<file path="src/rtl/gpio_irq_pkg.sv">
package gpio_irq_pkg;
    localparam int AGG_LINES = 3;

    typedef enum logic [1:0] {
        AGG_BANK_A = 2'd0,
        AGG_BANK_B = 2'd1,
        AGG_BANK_C = 2'd2
    } agg_idx_e;
endpackage

</file>
<file path="src/rtl/gpio_route_reg.sv">
module gpio_route_reg #(
    parameter int WIDTH = 32
) (
    input  logic             clk,
    input  logic             rst,
    input  logic             we,
    input  logic [WIDTH-1:0] wdata,
    output logic [WIDTH-1:0] route_q
);
    typedef struct packed {
        logic [WIDTH-1:0] route;
    } state_t;

    state_t state_d, state_q;

    always_comb begin
        state_d = state_q;
        if (we) begin
            state_d.route = wdata;
        end
    end

    always_ff @(posedge clk) begin
        if (rst) begin
            state_q <= '0;
        end else begin
            state_q <= state_d;
        end
    end

    assign route_q = state_q.route;

    p_reset_clear_r1: assert property (@(posedge clk) disable iff (rst)
        $fell(rst) |-> (route_q == '0));

    p_write_lands_r2: assert property (@(posedge clk) disable iff (rst)
        ($past(we) && !$past(rst)) |-> (route_q == $past(wdata)));

    p_hold_value_r2: assert property (@(posedge clk) disable iff (rst)
        (!$past(we) && !$past(rst)) |-> $stable(route_q));
endmodule

</file>
<file path="src/rtl/gpio_slot_mux.sv">
module gpio_slot_mux #(
    parameter int A_PINS = 14,
    parameter int B_PINS = 24,
    parameter int C_PINS = 32
) (
    input  logic [A_PINS-1:0]        a_req,
    input  logic [B_PINS-1:0]        b_req,
    input  logic [C_PINS-1:0]        c_req,
    input  logic [C_PINS-1:0]        route,
    output logic [A_PINS+B_PINS-1:0] direct
);
    localparam int N_DIRECT = A_PINS + B_PINS;

    for (genvar k = 0; k < C_PINS; k++) begin : g_shared
        logic home_src;
        if (k < A_PINS) begin : g_from_a
            assign home_src = a_req[k];
        end else begin : g_from_b
            assign home_src = b_req[k-A_PINS];
        end
        assign direct[k] = route[k] ? c_req[k] : home_src;
    end

    for (genvar k = C_PINS; k < N_DIRECT; k++) begin : g_fixed
        assign direct[k] = b_req[k-A_PINS];
    end
endmodule

</file>
<file path="src/rtl/gpio_orphan_or.sv">
module gpio_orphan_or #(
    parameter int A_PINS   = 14,
    parameter int B_SHARED = 18,
    parameter int C_PINS   = 32
) (
    input  logic [A_PINS-1:0]   a_req,
    input  logic [B_SHARED-1:0] b_shared_req,
    input  logic [C_PINS-1:0]   c_req,
    input  logic [C_PINS-1:0]   route,
    output logic [2:0]          orphan
);
    logic [A_PINS-1:0]   a_lost;
    logic [B_SHARED-1:0] b_lost;
    logic [C_PINS-1:0]   c_lost;

    always_comb begin
        a_lost    = a_req & route[A_PINS-1:0];
        b_lost    = b_shared_req & route[C_PINS-1:A_PINS];
        c_lost    = c_req & ~route;
        orphan[0] = |a_lost;
        orphan[1] = |b_lost;
        orphan[2] = |c_lost;
    end
endmodule

</file>
<file path="src/rtl/gpio_irq_router.sv">
module gpio_irq_router
    import gpio_irq_pkg::*;
#(
    parameter int A_PINS = 14,
    parameter int B_PINS = 24,
    parameter int C_PINS = 32
) (
    input  logic                                clk,
    input  logic                                rst,
    input  logic                                route_we,
    input  logic [C_PINS-1:0]                   route_wdata,
    output logic [C_PINS-1:0]                   route_rdata,
    input  logic [A_PINS-1:0]                   bank_a_req,
    input  logic [B_PINS-1:0]                   bank_b_req,
    input  logic [C_PINS-1:0]                   bank_c_req,
    output logic [A_PINS+B_PINS+AGG_LINES-1:0]  irq_line
);
    localparam int B_SHARED = C_PINS - A_PINS;
    localparam int N_DIRECT = A_PINS + B_PINS;
    localparam int LINE_A   = N_DIRECT + int'(AGG_BANK_A);
    localparam int LINE_B   = N_DIRECT + int'(AGG_BANK_B);
    localparam int LINE_C   = N_DIRECT + int'(AGG_BANK_C);

    logic [C_PINS-1:0]   route_q;
    logic [N_DIRECT-1:0] direct;
    logic [2:0]          orphan;

    gpio_route_reg #(.WIDTH(C_PINS)) u_route (
        .clk    (clk),
        .rst    (rst),
        .we     (route_we),
        .wdata  (route_wdata),
        .route_q(route_q)
    );

    gpio_slot_mux #(.A_PINS(A_PINS), .B_PINS(B_PINS), .C_PINS(C_PINS)) u_mux (
        .a_req (bank_a_req),
        .b_req (bank_b_req),
        .c_req (bank_c_req),
        .route (route_q),
        .direct(direct)
    );

    gpio_orphan_or #(.A_PINS(A_PINS), .B_SHARED(B_SHARED), .C_PINS(C_PINS)) u_orphan (
        .a_req       (bank_a_req),
        .b_shared_req(bank_b_req[B_SHARED-1:0]),
        .c_req       (bank_c_req),
        .route       (route_q),
        .orphan      (orphan)
    );

    assign route_rdata = route_q;
    assign irq_line    = {orphan, direct};

    p_idle_quiet_r9: assert property (@(posedge clk) disable iff (rst)
        ((bank_a_req == '0) && (bank_b_req == '0) && (bank_c_req == '0))
            |-> (irq_line == '0));

    p_a_visible_r6: assert property (@(posedge clk) disable iff (rst)
        (|bank_a_req) |-> ((|irq_line[A_PINS-1:0]) || irq_line[LINE_A]));

    p_b_visible_r7: assert property (@(posedge clk) disable iff (rst)
        (|bank_b_req) |-> ((|irq_line[N_DIRECT-1:A_PINS]) || irq_line[LINE_B]));

    p_c_visible_r8: assert property (@(posedge clk) disable iff (rst)
        (|bank_c_req) |-> ((|irq_line[C_PINS-1:0]) || irq_line[LINE_C]));

    p_fixed_lines_r5: assert property (@(posedge clk) disable iff (rst)
        $stable(bank_b_req[B_PINS-1:B_SHARED]) |-> $stable(irq_line[N_DIRECT-1:C_PINS]));
endmodule

</file>
<file path="config.mk">
export PLATFORM = sky130hd
export DESIGN_NAME = gpio_irq_router
export DESIGN_NICKNAME = d
export VERILOG_FILES = /design/src/rtl/gpio_irq_pkg.sv /design/src/rtl/gpio_route_reg.sv /design/src/rtl/gpio_slot_mux.sv /design/src/rtl/gpio_orphan_or.sv /design/src/rtl/gpio_irq_router.sv
export SDC_FILE = /design/constraint.sdc
export NUM_CORES = 1
export LEC_CHECK = 0
export CAP_MARGIN = 20
export CORE_UTILIZATION = 33
export CTS_BUF_LIST = sky130_fd_sc_hd__clkbuf_16
export CTS_CLUSTER_SIZE = 40
export DETAILED_ROUTE_END_ITERATION = 6
export PLACE_DENSITY = 0.86
export SLEW_MARGIN = 30
export SYNTH_ARGS = -nofsm -noshare
export SYNTH_HDL_FRONTEND = slang
export SYNTH_HIERARCHICAL = 1
export SYNTH_SLANG_ARGS = --single-unit
</file>
<file path="constraint.sdc">
create_clock -name clk -period 1.2 [get_ports clk]
set_input_delay 0.18 -clock clk [delete_from_list [all_inputs] [get_ports clk]]
set_output_delay 0.18 -clock clk [all_outputs]
set_load 0.05 [all_outputs]
</file>
# --- Word level (Yosys, flattened, before mapping) ---
# Cells that the tools add are included.
classes:
  eq_ne: 0
  magnitude_cmp: 0
  shift: 0
  div: 0
  reduce_logical: 3
  mul: 0
  add_sub_neg: 0
  bitwise_logic: 4
  muxes: 32
ops:
  columns: ["cell", "count"]
  rows:
  - ["32-bit bitwise AND", 1]
  - ["1-bit two-way mux", 32]
  - ["32-bit inverter", 1]
  - ["32-bit OR reduction", 1]
  - ["18-bit bitwise AND", 1]
  - ["18-bit OR reduction", 1]
  - ["14-bit bitwise AND", 1]
  - ["14-bit OR reduction", 1]
word_totals:
  ff_bits: 32
  latchBits: 0
  inputBits: 105
  n_memories: 0
  rom_bits: 0
  mem_bits_rw: 0
  output_inout_bits: 73

# --- Logic depth before layout (Yosys ltp) ---
logic_depth:
  word_depth: 3
  ltp_mapped: 4
  depth_no_buf: 4

# --- By module ---
# Netlist, hierarchy kept.
modules_own_cells:
  columns: ["module", "area_each_um2", "seq_area_each_um2", "cells_each", "n_inst"]
  rows:
  - ["gpio_route_reg", 1163.6, 640.6, 103, 1]
  - ["gpio_slot_mux", 525.5, 0.0, 38, 1]
  - ["gpio_orphan_or", 424.2, 0.0, 73, 1]

# --- Least setup slack after synthesis ---
# OpenSTA, ideal clock, no wires.
synth_timing:
  path_type: "flip-flop to output port"
  start: "register u_route.state_q (netlist bit u_route/route_q[8])"
  end: "output irq_line[40]"
  path_stages_with_launch: 4
  slack_ns: -0.621
  arrival_time_ns: 1.641
  n_path_buf: 0
  required_ns: 1.020
  cell_sequence: "dfxtp_1 > o22ai_1 > nor4_1 > nand4_1"
synth_between:
  elab_chain_len: 3
synth_rtl:
  columns: ["element", "line_no", "source"]
  rows:
  - ["from (decl)", "gpio_route_reg.sv:14", "state_t state_d, state_q;"]
  - ["from (signal assigned)", "gpio_route_reg.sv:27", "state_q <= state_d;"]
  - ["32-bit inverter", "gpio_orphan_or.sv:19", "c_lost = c_req & ~route;"]
  - ["32-bit bitwise AND", "gpio_orphan_or.sv:19", null]
  - ["32-bit OR reduction", "gpio_orphan_or.sv:22", "orphan[2] = |c_lost;"]
  - ["to (decl)", "gpio_irq_router.sv:16", "output logic [A_PINS+B_PINS+AGG_LINES-1:0] irq_line"]
# No other way between the ends.

# --- Worst setup path after layout ---
layout_timing:
  start: "register u_route.state_q (netlist bit u_route/route_q[16])"
  end: "output irq_line[39]"
layout_between:
  elab_chain_len: 2
layout_rtl:
  columns: ["element", "line_no", "source"]
  rows:
  - ["18-bit bitwise AND", "gpio_orphan_or.sv:18", "b_lost = b_shared_req & route[C_PINS-1:A_PINS];"]
  - ["18-bit OR reduction", "gpio_orphan_or.sv:21", "orphan[1] = |b_lost;"]
# No other way between the ends.

==> flow_summary.ini <==
[drt]
drc_errors = 0
drt_first_pass_iters = 4
avgViaCountPerCell = 5.39
via_count = 2899
wl_per_cell_um = 24.2
drtIter0Drc = 123
ant_nets = 0
wl_um = 13000

[global_route]
grt_pass1_vias = 2920
groute.usage.overall = 0.314
antenna_found_initial = 1
grt_pass1_wl_um = 15300
grt_start_max_net_pins = 33
grt-ovfl-total = 0

[cells_and_area]
layout_commonest_cell = clkdlybuf4s50_1
final_cell_mix = clkdlybuf4s50_1 (89), buf_12 (66), buf_6 (50), buf_4 (39), inv_1 (34)
largest_reg_flops = 32
nets = 566
syn_to_final_growth_pct = 162
multiInputGateArea_um2 = 1280
stdcell_area_um2 = 5530
final_layout_size_suffix_gt1_frac = 0.515
fillers = 226
seqCellArea_um2 = 743

[sta]
setup_ws_ps = -580
rsz0062_at_grt = true
finalClockSkew_ps = 0
hold_violations = 0
holdWs_ps = 360
period_minus_slack_ps = 1780
setup_viol = 44
fin_crit_sh = 1.48
max_clock_freq_mhz = 562
tightest_slew_ps = 374
finalMaxSlewViolations = 0
relSlewSlack = 0.750

[flow_run]
drv_cap = 0

[floorplanning]
start_util = 0.349
core_area_um2 = 6060
io_pins = 178
fp.dieH_um = 82.0
die_area_um2 = 6730
rows = 28
die_w_um = 82.0

[run_status]
violations = setup timing
status = finished, violations left

[power]
sequentialPowerShare = 0.240
p_leak_nw = 2.60
comb_power_share = 0.520
power.density_nw_per_um2 = 899
internal-power_w = 0.00324
switchingPower_w = 0.00173
clkPwrFrac = 0.239
peakVddDrop_uv = 854
switching_share = 0.348

[critical_path]
r2r_start = u_route/route_q[28]
crit_required_ps = 1020
end_kind = output port
arrival_ps = 1600
critPathKind = register to output port
reg2regPathDepth = 6
rrSetupSlack_ps = -90
rr_endpoint = u_route/route_q[28]
cp_max_fo = 2
critical_path.startpoint = u_route/route_q[16]
startpoint_type = register

[synthesis]
synth_cell_types = 18
synth_top_area_share = 0.303
syn_inst = 214
synth.area.top_cells = dfxtp_1 (30%), mux2_4 (23%), mux2i_1 (15%), inv_1 (5.7%), nor2_1 (5.7%)
synth_seq_area_share = 0.303
ys_ff_latch = 32
synth.net_count = 319
synth_area_leader_cell = dfxtp_1
avgSynthCellArea_um2 = 9.88
synth_area_um2 = 2110
yosys_warnings = 6

[hold_path]
worstHoldPathCells = 0
holdPathEnd = irq_line[36]
hold_path_startpoint = bank_b_req[22]
hold_path.class = primary input to output port

[clock_tree]
cts_tree = yes
ctsHoldBuffers = 0
worstSkewPairLatency_ps = 270
clk_pin_slew_ps = 50
clockRootBuffer = clkbuf_16
cts.sinks = 32
clk_path_buf_depth = 2
cts_buffers = 5
cts_max_level = 2

[placement]
placed_area_um2 = 4920
dpl.hpwl_um = 7840
gp_congestion = 0.904
portBuffers = 165
-- logic make-up (layout without fill, tap and decap cells) --
family,count (synthesis),count (layout),share of synthesized area
mux,64,64,0.379
buf+inv,45,293,0.117
simple gates,41,41,0.0823
compound gates,32,32,0.118
flops,32,32,0.303
other cells,0,1,0
-- worst max-delay path, cell delays in order (launching register included) --
cell      delay (ps)
dfxtp_4          340
a22o_1           250
a221oi_2         260
and3_1           200
nand4_1          100
buf_6            180
-- cells in the mapped netlist --
master     n
a221oi_1   2
a221oi_2   3
a22o_1     4
a22oi_1    7
and3_1     1
buf_12     3
buf_4      6
buf_6      1
clkbuf_1   3
dfxtp_1   32
inv_1     32
mux2_4    32
mux2i_1   32
nand2_1    1
nand4_1    3
nor2_1    32
nor4_1     4
o22ai_1   16
-- repair_timing --
| action | in CTS | in global routing |
|---|---|---|
| gates cloned | 0 | 0 |
| resized for setup | 51 | 31 |
| pin swaps | 9 | 8 |
| endpoints found under the setup margin | 37 | 42 |
| buffers inserted | 21 | 19 |
-- how the worst max path moves through the flow --
| stage | endpoint | slack [ps] | cells after the start |
|---|---|---|---|
| floorplan | irq_line[39] | -380 | 4 |
| global placement | irq_line[39] | -530 | 6 |
| detailed placement | irq_line[40] | -550 | 7 |
| CTS | irq_line[39] | -510 | 5 |
| global route | irq_line[39] | -630 | 6 |
| finish | irq_line[39] | -580 | 5 |
-- metrics by stage --
stage,setup TNS [ps],power [W],utilization,worst slack [ps],std cells
final,-8520,0.00497,0.912,-580,538
after global routing,-9370,0.00510,0.912,-630,538
after CTS,-7470,0.00483,0.890,-511,529
after detailed placement,-4420,0.00353,0.813,-554,500
after global placement,-4000,0.00348,0.813,-534,500
after floorplan,-1030,0.00227,-,-376,214
-- area by class of cell --
class	count	area share
diodes	1	0.000452
multi-input cells	137	0.231
flip-flops and latches	32	0.134
clock inverters	3	0.00226
well taps	75	0.0170
clock buffers	5	0.0226
repair buffers	253	0.570
inverters	32	0.0217
-- layer usage --
metal / up-vias / GRT usage / share of wire / wire length (um)
met5: - / 0 / 0 / 0
met4: 0 / 0.149 / 0.071 / 925
met3: 71 / 0.0544 / 0.055 / 717
met2: 185 / 0.634 / 0.53 / 6970
met1: 1381 / 0.301 / 0.34 / 4420
li1: 1262 / - / - / -
-- power groups by stage --
stage                     combinational [W]  sequential (W)  clock (W)
after floorplan                    0.000826         0.00145          0
after global placement              0.00228         0.00120          0
after detailed placement            0.00233         0.00120          0
after CTS                           0.00246         0.00119    0.00118
after global routing                0.00265         0.00120    0.00125
final                               0.00259         0.00119    0.00119
(Power assumes the default switching activity.)
